===== src/rtl/baud_tick_pkg.sv =====
package baud_tick_pkg;

   // packed word geometry
   localparam int CFG_W      = 32;
   localparam int DIV_W      = 13;
   localparam int DIV_LSB    = 0;
   localparam int OSR_W      = 5;
   localparam int OSR_LSB    = 24;
   localparam int BOTH_BIT   = 17;
   localparam int STOP2_BIT  = 13;
   localparam int CHAR10_BIT = 29;

   // ratio handling
   localparam int RATIO_W    = OSR_W + 1;
   localparam int RATIO_MIN  = 4;
   localparam int RATIO_DFLT = 16;

   typedef struct packed {
      logic [DIV_W-1:0]   div;
      logic [RATIO_W-1:0] ratio;
      logic               both;
      logic               char10;
      logic               stop2;
   } baud_cfg_t;

endpackage


===== src/rtl/baud_cfg_decode.sv =====
module baud_cfg_decode
   import baud_tick_pkg::*;
#(
   parameter int MIN_RATIO      = RATIO_MIN,
   parameter int FALLBACK_RATIO = RATIO_DFLT
) (
   input  logic [CFG_W-1:0] word_i,
   output baud_cfg_t        cfg_o
);

   localparam int MAX_RATIO = 1 << OSR_W;

   initial begin
      assert (FALLBACK_RATIO >= MIN_RATIO && FALLBACK_RATIO <= MAX_RATIO)
         else $fatal(1, "fallback ratio outside supported range");
      assert (MIN_RATIO >= 2)
         else $fatal(1, "minimum ratio must allow a mid-bit point");
      assert (OSR_LSB + OSR_W <= CFG_W && DIV_LSB + DIV_W <= CFG_W)
         else $fatal(1, "field does not fit in configuration word");
   end

   logic [OSR_W-1:0]   osr_field;
   logic [RATIO_W-1:0] raw_ratio;
   logic               ratio_low;
   logic               unused_bits;

   assign osr_field   = word_i[OSR_LSB +: OSR_W];
   assign raw_ratio   = RATIO_W'(osr_field) + RATIO_W'(1);
   assign ratio_low   = raw_ratio < RATIO_W'(MIN_RATIO);
   assign unused_bits = ^word_i;

   always_comb begin
      cfg_o        = '0;
      cfg_o.div    = word_i[DIV_LSB +: DIV_W];
      cfg_o.ratio  = ratio_low ? RATIO_W'(FALLBACK_RATIO) : raw_ratio;
      cfg_o.both   = word_i[BOTH_BIT];
      cfg_o.char10 = word_i[CHAR10_BIT];
      cfg_o.stop2  = word_i[STOP2_BIT];
   end

endmodule


===== src/rtl/baud_div_counter.sv =====
module baud_div_counter #(
   parameter int CNT_W   = 13,
   parameter bit HALF_EN = 1'b1
) (
   input  logic             clk_i,
   input  logic             rst_ni,
   input  logic             clr_i,
   input  logic             run_i,
   input  logic [CNT_W-1:0] div_i,
   input  logic             both_i,
   output logic             tick_o,
   output logic             half_o,
   output logic [CNT_W-1:0] cnt_o
);

   initial begin
      assert (CNT_W >= 2) else $fatal(1, "divisor counter too narrow");
   end

   logic [CNT_W-1:0] cnt_q;
   logic             active;
   logic             wrap;

   assign active = run_i && (div_i != '0);
   assign wrap   = (cnt_q == div_i - CNT_W'(1));
   assign tick_o = active && wrap;
   assign cnt_o  = cnt_q;

   always_ff @(posedge clk_i) begin
      if (!rst_ni) begin
         cnt_q <= '0;
      end else if (clr_i || !active) begin
         cnt_q <= '0;
      end else if (wrap) begin
         cnt_q <= '0;
      end else begin
         cnt_q <= cnt_q + CNT_W'(1);
      end
   end

   generate
      if (HALF_EN) begin : g_half
         logic [CNT_W-1:0] half_pt;
         assign half_pt = (div_i >> 1) - CNT_W'(1);
         assign half_o  = active && both_i && (div_i >= CNT_W'(2)) &&
                          (cnt_q == half_pt);
      end else begin : g_no_half
         logic unused_both;
         assign unused_both = both_i;
         assign half_o      = 1'b0;
      end
   endgenerate


   zero_div_quiet_chk: assert property (@(posedge clk_i) disable iff (!rst_ni)
      (div_i == '0) |-> (!tick_o && !half_o));


   half_apart_chk: assert property (@(posedge clk_i) disable iff (!rst_ni)
      !(half_o && tick_o));


   cnt_range_chk: assert property (@(posedge clk_i) disable iff (!rst_ni)
      active |-> (cnt_q < div_i));

endmodule


===== src/rtl/baud_ratio_counter.sv =====
module baud_ratio_counter #(
   parameter int IDX_W = 6
) (
   input  logic             clk_i,
   input  logic             rst_ni,
   input  logic             clr_i,
   input  logic             tick_i,
   input  logic             half_i,
   input  logic [IDX_W-1:0] ratio_i,
   output logic             bit_o,
   output logic             mid_o,
   output logic             mid_half_o
);

   initial begin
      assert (IDX_W >= 3) else $fatal(1, "ratio counter too narrow");
   end

   logic [IDX_W-1:0] idx_q;
   logic [IDX_W-1:0] mid_pt;
   logic             last;
   logic             at_mid;

   assign last       = (idx_q == ratio_i - IDX_W'(1));
   assign mid_pt     = (ratio_i >> 1) - IDX_W'(1);
   assign at_mid     = (idx_q == mid_pt);
   assign bit_o      = tick_i && last;
   assign mid_o      = tick_i && at_mid;
   assign mid_half_o = half_i && at_mid;

   always_ff @(posedge clk_i) begin
      if (!rst_ni) begin
         idx_q <= '0;
      end else if (clr_i) begin
         idx_q <= '0;
      end else if (tick_i) begin
         idx_q <= last ? '0 : idx_q + IDX_W'(1);
      end
   end


   bit_on_tick_chk: assert property (@(posedge clk_i) disable iff (!rst_ni)
      bit_o |-> tick_i);


   mid_not_bit_chk: assert property (@(posedge clk_i) disable iff (!rst_ni)
      !(mid_o && bit_o));


   mid_half_src_chk: assert property (@(posedge clk_i) disable iff (!rst_ni)
      mid_half_o |-> (half_i && !tick_i));


   idx_range_chk: assert property (@(posedge clk_i) disable iff (!rst_ni)
      idx_q < ratio_i);

endmodule


===== src/rtl/baud_tick_gen.sv =====
module baud_tick_gen
   import baud_tick_pkg::*;
#(
   parameter bit HALF_EN        = 1'b1,
   parameter int MIN_RATIO      = RATIO_MIN,
   parameter int FALLBACK_RATIO = RATIO_DFLT
) (
   input  logic             clk_i,
   input  logic             rst_ni,
   input  logic             en_i,
   input  logic [CFG_W-1:0] cfg_word_i,
   output logic             sample_tick_o,
   output logic             early_tick_o,
   output logic             bit_tick_o,
   output logic             mid_tick_o,
   output logic             mid_early_o,
   output logic             char10_o,
   output logic             stop2_o
);

   logic [CFG_W-1:0] word_q;
   logic             word_chg;
   logic             run;
   logic             clr;
   baud_cfg_t        cfg;
   logic [DIV_W-1:0] div_cnt;

   assign word_chg = (cfg_word_i != word_q);
   assign run      = en_i && !word_chg;
   assign clr      = word_chg || !en_i;

   always_ff @(posedge clk_i) begin
      if (!rst_ni) begin
         word_q <= '0;
      end else begin
         word_q <= cfg_word_i;
      end
   end

   baud_cfg_decode #(
      .MIN_RATIO      (MIN_RATIO),
      .FALLBACK_RATIO (FALLBACK_RATIO)
   ) u_decode (
      .word_i (word_q),
      .cfg_o  (cfg)
   );

   baud_div_counter #(
      .CNT_W   (DIV_W),
      .HALF_EN (HALF_EN)
   ) u_div (
      .clk_i  (clk_i),
      .rst_ni (rst_ni),
      .clr_i  (clr),
      .run_i  (run),
      .div_i  (cfg.div),
      .both_i (cfg.both),
      .tick_o (sample_tick_o),
      .half_o (early_tick_o),
      .cnt_o  (div_cnt)
   );

   baud_ratio_counter #(
      .IDX_W (RATIO_W)
   ) u_ratio (
      .clk_i      (clk_i),
      .rst_ni     (rst_ni),
      .clr_i      (clr),
      .tick_i     (sample_tick_o),
      .half_i     (early_tick_o),
      .ratio_i    (cfg.ratio),
      .bit_o      (bit_tick_o),
      .mid_o      (mid_tick_o),
      .mid_half_o (mid_early_o)
   );

   assign char10_o = cfg.char10;
   assign stop2_o  = cfg.stop2;


   reload_quiet_chk: assert property (@(posedge clk_i) disable iff (!rst_ni)
      word_chg |-> (!sample_tick_o && !early_tick_o));


   reload_restart_chk: assert property (@(posedge clk_i) disable iff (!rst_ni)
      word_chg |=> (div_cnt == '0));


   idle_quiet_chk: assert property (@(posedge clk_i) disable iff (!rst_ni)
      !en_i |-> (!sample_tick_o && !early_tick_o && !bit_tick_o));

endmodule


===== config.mk =====
export PLATFORM = sky130hd
export DESIGN_NAME = baud_tick_gen
export DESIGN_NICKNAME = d
export VERILOG_FILES = /design/src/rtl/baud_tick_pkg.sv /design/src/rtl/baud_cfg_decode.sv /design/src/rtl/baud_div_counter.sv /design/src/rtl/baud_ratio_counter.sv /design/src/rtl/baud_tick_gen.sv
export SDC_FILE = /design/constraint.sdc
export NUM_CORES = 1
export LEC_CHECK = 0
export BUFFER_PORTS_ARGS = -buffer_cell sky130_fd_sc_hd__buf_2
export CORE_MARGIN = 2
export CORE_UTILIZATION = 45
export DETAILED_ROUTE_END_ITERATION = 7
export PLACE_DENSITY_LB_ADDON = 0.12
export SLEW_MARGIN = 20
export SYNTH_ARGS = -nofsm -noshare
export SYNTH_HDL_FRONTEND = slang
export SYNTH_SLANG_ARGS = --single-unit

===== constraint.sdc =====
create_clock -name clk_i -period 2.85 [get_ports clk_i]
set_clock_uncertainty 0.1 [all_clocks]
set_input_delay 0.285 -clock clk_i [delete_from_list [all_inputs] [get_ports clk_i]]
set_output_delay 0.285 -clock clk_i [all_outputs]
set_load 0.005 [all_outputs]

# Yosys cells after proc, flatten, opt, wreduce, memory -nomap -nowiden
# Index checks and enable logic that the tools add are counted.
# word_totals
regBits	51
out_inout_bits	7
# op_classes
addsub	7
magnitude_cmp	2
n_eq_ne	5
mux	2
n_bitwise	1
n_reduce_logical	17
# op_table
operator	n
$ne A32 B32 Y1	1
$eq A13 B13 Y1	2
$add A13 B1 Y13 const B	1
$ge A13 B2 Y1 const B	1
$reduce_bool A13 Y1	1
$sub A12 B1 Y13 const B	1
$sub A13 B1 Y13 const B	1
$eq A6 B6 Y1	2
$mux W6	2
$logic_and A1 B1 Y1	9
$add A5 B1 Y6 const B	1
$add A6 B1 Y6 const B	1
$lt A6 B3 Y1 const B	1
$sub A5 B1 Y6 const B	1
$sub A6 B1 Y6 const B	1
$logic_not A1 Y1	3
$reduce_or A3 Y1	1
$logic_or A1 B1 Y1	2
$reduce_or A2 Y1	1
$not A1 Y1	1

# Longest topological paths before layout
# Gate-level depths: netlist of run 1.
# depth
depth_word	8
depth_mapped	13
depth_no_buf	12

# Cells and area by module
# From an unflattened synthesis of run 1, not the netlist that was laid out.
# unflattened
cells_unflattened	409
area_unflattened_um2	3499.6
# modules_own_cells
module	n_inst	cells_per_inst	area_per_inst_um2	seq_area_each_um2
baud_div_counter	1	188	1453.9	260.2
baud_tick_gen	1	112	1209.9	640.6
baud_ratio_counter	1	77	613.1	120.1
baud_cfg_decode	1	32	222.7	0.0

# Worst setup path after synthesis of run 1
# OpenSTA, ideal clock, no wires.
# synth_path
path_type	reg2reg
start	reg word_q[24]
end	reg u_ratio.idx_q[0]
setup_ps	140
arrival_time_ps	2896
t_required_ps	2610
setup_slack_ps	-286
path_stages_with_launch	14
cell_sequence	dfxtp_1 > ha_1 > and2_0 > clkbuf_1 > a21oi_1 > o21ai_0 > ha_1 > nand2_1 > mux2i_1 > o221ai_1 > a21oi_1 > o211ai_1 > o311ai_2 > a21oi_1
# synth_between
elab_chain_len	6
elab_cells_between_ends	13
cone_classes	2 x add/sub; 1 x order compare; 2 x eq/ne; 2 x mux; 6 x reduce/logical
# synth_rtl
element	line	source
start, declared	baud_tick_gen.sv:21	logic [CFG_W-1:0] word_q;
start signal, assigned	baud_tick_gen.sv:36	word_q <= cfg_word_i;
$add A5 B1 Y6	baud_cfg_decode.sv:28	assign raw_ratio = RATIO_W'(osr_field) + RATIO_W'(1);
$lt A6 B3 Y1	baud_cfg_decode.sv:29	assign ratio_low = raw_ratio < RATIO_W'(MIN_RATIO);
$mux W6	baud_cfg_decode.sv:35	cfg_o.ratio = ratio_low ? RATIO_W'(FALLBACK_RATIO) : raw_ratio;
$sub A6 B1 Y6	baud_ratio_counter.sv:24	assign last = (idx_q == ratio_i - IDX_W'(1));
$eq A6 B6 Y1	baud_ratio_counter.sv:24	
$mux W6	baud_ratio_counter.sv:37	idx_q <= last ? '0 : idx_q + IDX_W'(1);
end signal, assigned	baud_ratio_counter.sv:37	
end, declared	baud_ratio_counter.sv:19	logic [IDX_W-1:0] idx_q;
# Parallel ways exist; a longest one is shown, timed or not.
# A chain may end at the register's enable or synchronous reset.

# Worst setup path in the final report of run 1
# layout_path
start	reg word_q[1]
end	out mid_tick_o
# layout_between
elab_chain_len	6
elab_cells_between_ends	9
cone_classes	1 x add/sub; 2 x eq/ne; 6 x reduce/logical
# layout_rtl
element	line	source
parallel branches: the longest is 4 deep, another holds $sub A13 B1 Y13	-	
$logic_and A1 B1 Y1 (*)	baud_div_counter.sv:26	assign tick_o = active && wrap;
$logic_and A1 B1 Y1 (*)	baud_ratio_counter.sv:28	assign mid_o = tick_i && at_mid;
end, declared	baud_tick_gen.sv:15	output logic mid_tick_o,
# Mark *: on every way between the ends.

==> results of run 1 <==
sequential cells by signal, summed over array words and instances (netlist names):
signal and cells:
u_div.cnt_o 13, u_ratio.idx_q 6, word_q 32
area by class of cell:
cell class	count	area [sq um]	area share
flip-flops and latches	51	1030	0.220
well taps	105	131	0.0282
inverters	17	66.3	0.0142
repair buffers	86	577	0.124
multi-input cells	365	2780	0.595
clock inverters	2	16.3	0.00349
clock buffers	6	72.6	0.0156
kinds of logic after synthesis:
logic type,share of synthesized area
AOI/OAI and AO/OA,0.125
adders and majority gates,0.0301
and+or+nand+nor,0.317
muxes,0.0194
DFF,0.272
xor gates and xnor gates,0.186
buffers and inverters,0.0497
Yosys cell counts (all sizes together), types with 5 or more instances:
library cell	count
nand4	14
a21oi	15
or2	5
nor3	15
nor2	27
and2	39
nor4	7
clkbuf	26
o21ai	9
o211ai	6
or4	6
dfxtp	51
nand2	21
xnor2	39
nor2b	5
nor4b	6
nand2b	22
xor2	33
ha	9
nand3	21
mux2i	5
inv	17
and3	9
metrics by stage:
stage	hold slack [ns]	cell area [sq um]
after CTS	0.0913	4530
final	0.0962	4660
after global placement	0.408	4330
after global routing	0.0880	4660
after detailed placement	0.407	4330
after floorplan	0.307	3790
worst max-delay path: cells and delay by family (launching register included):
family          cells  cell delay [ns]
fa+ha+maj           1             0.13
buf+inv             2             0.19
simple gates        5             1.50
flops               1             0.34
compound gates      2             0.28
worst paths after layout:
kind / slack [ns] / end / startpoint / cells past startpoint
max: -0.29 / mid_tick_o / word_q[1] / 10
min: 0.1 / word_q[6] / cfg_word_i[6] / 2
max reg2reg: -0.12 / u_ratio.idx_q[3] / word_q[1] / 10
min reg2reg: 0.45 / u_ratio.idx_q[5] / u_ratio.idx_q[5] / 2
per-layer routing:
layer / vias to the layer above / routed length (microns)
met5: - / 0
met4: 0 / 243
met3: 20 / 417
met2: 94 / 4680
met1: 1651 / 4730
li1: 1744 / -
power by group through the flow:
| stage | Combinational, mW | Sequential, mW | Clock [mW] |
|---|---|---|---|
| 2_1_floorplan | 0.262 | 0.768 | 0 |
| 3_3_place_gp | 0.387 | 0.769 | 0 |
| 3_5_place_dp | 0.394 | 0.770 | 0 |
| 4_1_cts | 0.414 | 0.756 | 0.461 |
| 5_1_grt | 0.481 | 0.761 | 0.494 |
| 6_report | 0.440 | 0.757 | 0.454 |
repair_timing:
item / in CTS / in global routing
gates resized for setup: 24 / 25
pin swaps: 10 / 12
setup endpoints to repair: 8 / 11
buffers inserted: 2 / 0
cells in the final DEF, fill, tap and decap left out, types with 5 or more instances in the layout:
master     n
a21oi_1   13
and2_1    38
and3_1     8
buf_2     40
buf_4     40
buf_6      5
clkbuf_8   5
dfxtp_1   47
ha_1       6
inv_1     13
nand2_1   19
nand2b_1  21
nand3_1   21
nand4_1   14
nor2_1    25
nor2b_1    5
nor3_1    11
nor4b_1    6
o211ai_1   6
o21ai_0    8
xnor2_1   37
xor2_1    32
==> results.md, run 1 <==
- Final non-filler cell total: 632
- GR peak layer: met2
- Period minus WS final: 3.14 ns
- Post-synth ARST share: 0
- Clk_lat worst skew: 0.31 ns
- Top cells by area, synth: dfxtp_1, xnor2_1, xor2_1
- CP Class: register to primary output
- Worst setup EP type: primary output
- Hold_buf cts: 0
- Worst rel slew slack: 0.645
- Sequential power share: 0.458
- Pleak: 1.81 nW
- # diodes: 0
- Core area: 8130 sq um
- Fin. Hold Viols: 0
- Max FO, Critical Path: 5
- Via count: 3509
- Final Setup Violations: 7
- Worst-path clk slew: 0.11 ns
- Post-Syn Instances: 463
- Net Sw Power: 0.521 mW
- First-pass GRT wire length: 16.7 mm
- Detailed Route WL: 10.1 mm
- Iter 0 DRT Violations: 181
- Max-cap viol count: 0
- Switching part of the total: 0.315
- Syn_nets: 507
- Crit-path slowest cell: or4b_4
- RSZ-0062 raised after global routing: true
- FP Rows: 33
- Crit path launch type: register
- Die area: 9070 sq um
- Status: finished with violations
- Grt met1 use: 0.320
- GP Congestion: 0.962
- Slew Limit Fails: 0
- TritonCTS buffer count: 5
- GRT met2 Usage: 0.382
- Grt ovf: 0
- Largest net degree at the start of global routing: 35
- Power per cell area: 354 nW/um^2
- Largest area contributor in the netlist: dfxtp_1
- Clock tree buffer depth: 2
- Maximum vdd drop: 0.000200 V
- Chip width: 95.3 microns
- M3 GR Usage: 0.0332
- Post-Route Setup TNS: -1.19 ns
- Die Height: 95.3 microns
- Antenna-violating nets left: 0
- Logic gate share of total power: 0.267
- Avg Cell Area, Syn: 8.09 sq um
- Worst slew pin tran: 0.530 ns
- Register area share after synthesis: 0.272
- Root buf cell: clkbuf_8
- Wirelength per Cell: 15.9 microns
- Post-synthesis cell type count: 59
- Hold Crit Class: input port to register
- Yosys warns: 0
- Filler cells: 760
- Critical Path RT: 2.47 ns
- Dpl hpwl: 7.79 mm
- Initial Util: 0.461
- Overall Power: 1.65 mW
- Area delta synth->final: 24.5%
- Final worst setup slack: -0.285 ns
- Worst path max stage delay: 0.47 ns
- Mapped cell area: 3750 sq um
- Fmax: 0.319 GHz
- Residual DRC: 0
- Initial antenna violation count: 0
- Count of input and output buffers: 41
- Io pins: 42
- Internal power: 1.13 mW
- Fraction of layout cells with a size suffix above 1: 0.271
- Drt pass-1 iters: 4
- DP Worst Slack: -0.150 ns
- Final core utilization: 0.573
- NumNets Final: 570
- Main synth FF type: dfxtp_1
- Fraction of the cycle the final worst path needs: 1.10
- Placed cells: 622
- Clock power frac: 0.275
- TritonCTS clock tree: built
- Vias in the first global route: 3420
- Total track usage: 0.235
- Failing checks: setup timing
- Vias per Instance: 5.55
- Critical-path cell list: inv_2 > ha_4 > or4b_4 > or4_4 > o21a_1 > a211oi_2 > nand4_1 > nor3_2 > and2_1 > buf_2
- H-tree depth: 2
- Synthesized flop and latch total: 51
- WP data arrival: 2.75 ns
- Sink Count: 51
- Top-area cell type share of the netlist area: 0.272
- Post-synth EDFFs: 0
Note: power is estimated with default switching activity, not from simulation.
==> run 2: changes to the inputs <==
--- a/config.mk
+++ b/config.mk
@@ -6,11 +6,12 @@
 export NUM_CORES = 1
 export LEC_CHECK = 0
 export BUFFER_PORTS_ARGS = -buffer_cell sky130_fd_sc_hd__buf_2
-export CORE_MARGIN = 2
 export CORE_UTILIZATION = 45
 export DETAILED_ROUTE_END_ITERATION = 7
 export PLACE_DENSITY_LB_ADDON = 0.12
+export SKIP_CTS_REPAIR_TIMING = 1
 export SLEW_MARGIN = 20
 export SYNTH_ARGS = -nofsm -noshare
 export SYNTH_HDL_FRONTEND = slang
 export SYNTH_SLANG_ARGS = --single-unit
+export TNS_END_PERCENT = 1
==> results.md, run 2 (same netlist as run 1, synthesis figures left out) <==
- Critical-path cell list: inv_4 > ha_4 > or4b_4 > or4_4 > o21a_1 > a211oi_2 > nand4_1 > buf_4 > nor4_2 > buf_2
- Worst slew pin tran: 0.473 ns (-0.0570 ns)
- Critical path depth: 10 (unchanged)
- Post-Route Setup TNS: -1.14 ns (+0.0553 ns)
- Area of the multi-input gates: 2630 sq um (-5.3%)
- Fraction of layout cells with a size suffix above 1: 0.243 (-0.0280)
- Commonest non-fill, non-tap cells in the layout: dfxtp_1, buf_4, buf_2, xnor2_1, and2_1
- Cell family with most CP delay: simple AND/OR/NAND/NOR gates
- Largest net degree at the start of global routing: 35 (unchanged)
- Failing checks: setup timing
- Die Height: 93.3 microns (-2.1%)
- Critical Path RT: 2.47 ns (about the same)
- Commonest non-fill, non-tap cell in the layout: dfxtp_1
- Worst-path clk slew: 0.11 ns (about the same)
- Overall Power: 1.64 mW (-0.76%)
- Fin. Hold Viols: 0 (unchanged)
- Slew Limit Fails: 0 (unchanged)
- Fmax: 0.314 GHz (-1.6%)
- Final Setup Violations: 5 (-2)
- Largest register by flop count: word_q
- Crit path launch type: register
- Iter 0 DRT Violations: 181 (unchanged)
- # diodes: 0 (unchanged)
- CP Class: register to primary output
- RSZ-0062 raised after global routing: true
- WP data arrival: 2.80 ns (+0.05 ns)
- Worst rel slew slack: 0.685 (+0.0392)
- Via count: 3426 (-2.4%)
- Count of input and output buffers: 41 (unchanged)
- Grt ovf: 0 (unchanged)
- Dpl hpwl: 7.60 mm (-2.5%)
- Max FO, Critical Path: 4 (-1)
- Hold Crit Class: input port to register
- Fraction of the cycle the final worst path needs: 1.12 (+0.0177)
- Final core utilization: 0.568 (-0.00556)
- Clock tree buffer depth: 2 (unchanged)
- Crit-path slowest cell: or4b_4
- WP buf/inv: 3 (+1)
- Vias per Instance: 5.46 (-1.7%)
- GRT met2 Usage: 0.372 (-0.0101)
- Residual DRC: 0 (unchanged)
- TritonCTS buffer count: 5 (unchanged)
- Drt pass-1 iters: 4 (unchanged)
- H-tree depth: 2 (unchanged)
- Antenna-violating nets left: 0 (unchanged)
- First-pass GRT wire length: 15.0 mm (-10%)
- M3 GR Usage: 0.0325 (-0.000681)
- Root buf cell: clkbuf_8
- Worst hold stages: 2 (unchanged)
- Grt met1 use: 0.300 (-0.0201)
- Max-cap viol count: 0 (unchanged)
- GP Congestion: 0.911 (-5.2%)
- Worst path max stage delay: 0.45 ns (-0.02 ns)
- Chip width: 93.3 microns (-2.1%)
- Area delta synth->final: 19.5%
- TritonCTS clock tree: built
- Vias in the first global route: 3104 (-9.2%)
- Period minus WS final: 3.19 ns (+0.0506 ns)
- Filler cells: 746 (-1.8%)
- Power per cell area: 366 nW/um^2 (+3.3%)
- FF+latch area: 1030 sq um (unchanged)
- Pleak: 1.77 nW (-1.8%)
- Clk_lat worst skew: 0.32 ns (about the same)
- Worst setup EP type: primary output
- Wirelength per Cell: 15.2 microns (-4.7%)
- Initial antenna violation count: 0 (unchanged)
- Initial Util: 0.475 (+0.0144)
- Total track usage: 0.221 (-0.0149)
- Detailed Route WL: 9.53 mm (-5.3%)
- Core area: 7890 sq um (-3.0%)
- FP Rows: 32 (-3.0%)
- Die area: 8700 sq um (-4.2%)
- Status: finished with violations
- Io pins: 42 (unchanged)
- GR peak layer: met2
- Sink Count: 51 (unchanged)
- Worst Reg-to-Reg Cells: 10 (unchanged)
- NumNets Final: 569 (-0.18%)
- Final worst setup slack: -0.336 ns (-0.0506 ns)
- Maximum vdd drop: 0.000243 V (+21%)
- Max reg flops: 32 (unchanged)
==> run 2: path summary, 6_finish.rpt <==
kind	from	slack (ns)	end
setup reg to reg	word_q[2]	0.01	u_ratio.idx_q[3]
hold / removal	cfg_word_i[29]	0.09	word_q[29]
hold reg to reg	u_ratio.idx_q[5]	0.44	u_ratio.idx_q[5]
setup / recovery	word_q[2]	-0.34	bit_tick_o
==> run 2: cell type report <==
class	count	share of cell area
multi-input combinational	365	0.587
sequential	51	0.229
clock inverter	3	0.00615
tap	102	0.0285
clock buffer	5	0.0154
timing repair buffer	85	0.120
inverter	17	0.0148
==> run 2: power by group <==
group | total (mW) | switching (mW) | internal (mW)
combinational | 0.413 | 0.211 | 0.202
clock | 0.473 | 0.290 | 0.183
sequential | 0.753 | 0.0158 | 0.737
==> run 2: through the flow <==
step                      cell area (sq um)  hold WS, ns  instances  setup WS, ns
after detailed placement               4290        0.412        617       -0.0356
after global placement                 4290        0.405        617        0.0502
after global routing                   4480       0.0865        628        -0.473
final                                  4480       0.0878        628        -0.336
after CTS                              4390       0.0811        625        -0.398
after floorplan                        3780        0.307        463       -0.0846
==> run 2: per-layer routing <==
metal	up-vias	part of all wire	wire, microns
li1	1736	-	-
met1	1613	0.50	4730
met2	73	0.46	4400
met3	4	0.037	348
met4	0	0.0058	55
met5	-	0	0
==> run 3: changes to the inputs <==
--- a/config.mk
+++ b/config.mk
@@ -6,7 +6,8 @@
 export NUM_CORES = 1
 export LEC_CHECK = 0
 export BUFFER_PORTS_ARGS = -buffer_cell sky130_fd_sc_hd__buf_2
-export CORE_UTILIZATION = 45
+export CORE_UTILIZATION = 35
+export CTS_BUF_LIST = sky130_fd_sc_hd__clkbuf_4
 export DETAILED_ROUTE_END_ITERATION = 7
 export PLACE_DENSITY_LB_ADDON = 0.12
 export SKIP_CTS_REPAIR_TIMING = 1
==> results.md, run 3 (same netlist as run 1, synthesis figures left out) <==
- Sink Count: 51 (unchanged)
- Hold slack final: -0.0000274 ns (-0.0878 ns)
- Maximum vdd drop: 0.000210 V (-14%)
- Crit-path slowest cell: a2111oi_1
- Max FO, Critical Path: 5 (+1)
- Net Sw Power: 0.513 mW (-0.53%)
- Critical Path RT: 2.47 ns (about the same)
- TritonCTS clock tree: built
- Critical-path cell list: ha_4 > buf_6 > nor2_4 > a21oi_2 > o21ai_2 > buf_4 > ha_1 > o211ai_1 > a2111oi_1 > o211ai_1 > nor4_2 > buf_2
- Commonest non-fill, non-tap cells in the layout: buf_4, dfxtp_1, buf_2, xnor2_1, and2_1
- Final worst setup slack: -0.438 ns (-0.102 ns)
- Core area: 10400 sq um (+31%)
- Commonest non-fill, non-tap cell in the layout: buf_4
- Pleak: 1.92 nW (+8.2%)
- RSZ-0062 raised after global routing: true
- Worst rel slew slack: 0.638 (-0.0463)
- Worst slew pin tran: 0.543 ns (+0.0695 ns)
- Fin. Hold Viols: 1 (+1)
- Antenna-violating nets left: 0 (unchanged)
- Fmax: 0.304 GHz (-3.1%)
- Wirelength per Cell: 15.1 microns (-0.52%)
- Iter 0 DRT Violations: 125 (-31%)
- Fraction of layout cells with a size suffix above 1: 0.261 (+0.0174)
- # diodes: 0 (unchanged)
- Detailed Route WL: 10.5 mm (+9.6%)
- Placed cells: 662 (+7.3%)
- Fraction of the cycle the final worst path needs: 1.15 (+0.0357)
- CP Class: register to primary output
- Sequential power share: 0.451 (-0.009)
- Power per cell area: 343 nW/um^2 (-6.3%)
- Io pins: 42 (unchanged)
- Logic gate share of total power: 0.273 (+0.021)
- First-pass GRT wire length: 16.8 mm (+12%)
- Hold Crit Class: input port to register
- Largest net degree at the start of global routing: 35 (unchanged)
- Crit path launch type: register
- GP Congestion: 0.835 (-8.4%)
- Internal power: 1.16 mW (+3.4%)
- Max-cap viol count: 0 (unchanged)
- Largest register by flop count: word_q
- NumNets Final: 599 (+5.3%)
- DP Worst Slack: -0.192 ns (-0.156 ns)
- Via count: 3534 (+3.2%)
- Chip width: 105 microns (+13%)
- Residual DRC: 0 (unchanged)
- Initial Util: 0.361 (-0.114)
- Clk_lat worst skew: 0.41 ns (+0.09 ns)
- Die Height: 105 microns (+13%)
- H-tree depth: 2 (unchanged)
- Switching part of the total: 0.307 (-0.00840)
- Vias in the first global route: 3349 (+7.9%)
- Dpl hpwl: 8.13 mm (+7.0%)
- Die area: 11100 sq um (+28%)
- Root buf cell: clkbuf_4
- Clock power frac: 0.276 (-0.012)
- Worst setup EP type: primary output
- Drt pass-1 iters: 4 (unchanged)
- Slew Limit Fails: 0 (unchanged)
- Most frequent CP cell: o211ai_1
- Overall Power: 1.68 mW (+2.2%)
- Final Setup Violations: 11 (+6)
- Status: finished with violations
- Period minus WS final: 3.29 ns (+0.102 ns)
- Area delta synth->final: 30.4%
- Clock tree buffer depth: 2 (unchanged)
- Count of input and output buffers: 41 (unchanged)
- Failing checks: hold timing, setup timing
- TritonCTS buffer count: 5 (unchanged)
- Worst-path clk slew: 0.17 ns (+0.06 ns)
- WP data arrival: 2.90 ns (+0.10 ns)
- Max reg flops: 32 (unchanged)
- Grt ovf: 0 (unchanged)
- Filler cells: 1082 (+45%)
- FP Rows: 37 (+16%)
- Total track usage: 0.191 (-0.0294)
- Worst path max stage delay: 0.47 ns (+0.02 ns)
- Final non-filler cell total: 692 (+10%)
- Vias per Instance: 5.11 (-6.4%)
- Initial antenna violation count: 0 (unchanged)
run 3: worst max-delay path: cells and delay by family (launching register included):
kind	cells	cell delay, ns
compound gates	5	1.01
fa+ha+maj	2	0.29
buf+inv	3	0.43
flops	1	0.37
simple gates	2	0.38
run 3: metrics by stage:
stage               TNS (ns)  utilization  area (sq um)
floorplan             -0.441            -          3780
global placement      -0.292        0.427          4430
detailed placement    -0.844        0.427          4430
CTS                    -3.42        0.435          4510
global route           -3.84        0.471          4880
finish                 -2.11        0.471          4880
run 3: final timing paths:
check                         from          endpoint  slack [ns]  depth (start not counted)
setup / recovery        word_q[24]        bit_tick_o       -0.44                         12
hold / removal      cfg_word_i[10]        word_q[10]    -0.00003                          2
setup reg to reg         word_q[1]  u_ratio.idx_q[3]       -0.10                         10
hold reg to reg   u_ratio.idx_q[5]  u_ratio.idx_q[5]        0.46                          2
run 3: per-layer routing:
layer | GRT usage | share of wire
met4 | 0.0543 | 0.0097
met5 | 0 | 0
met3 | 0.0297 | 0.026
met1 | 0.253 | 0.48
met2 | 0.320 | 0.48
run 3: area by class of cell:
type                            instances  area (sq um)  area share
Sequential cell                        51          1020       0.210
Multi-Input combinational cell        365          2700       0.553
Clock inverter                          3          47.5     0.00973
Inverter                               17          66.3      0.0136
Timing Repair Buffer                  115           836       0.171
Tap cell                              136           170      0.0348
Clock buffer                            5          37.5     0.00768
run 3: power groups by stage:
| stage | logic, mW | registers (mW) | clock network (mW) |
|---|---|---|---|
| finish | 0.457 | 0.756 | 0.463 |
| detailed placement | 0.404 | 0.769 | 0 |
| CTS | 0.406 | 0.754 | 0.479 |
| floorplan | 0.259 | 0.768 | 0 |
| global placement | 0.397 | 0.769 | 0 |
| global route | 0.501 | 0.759 | 0.502 |
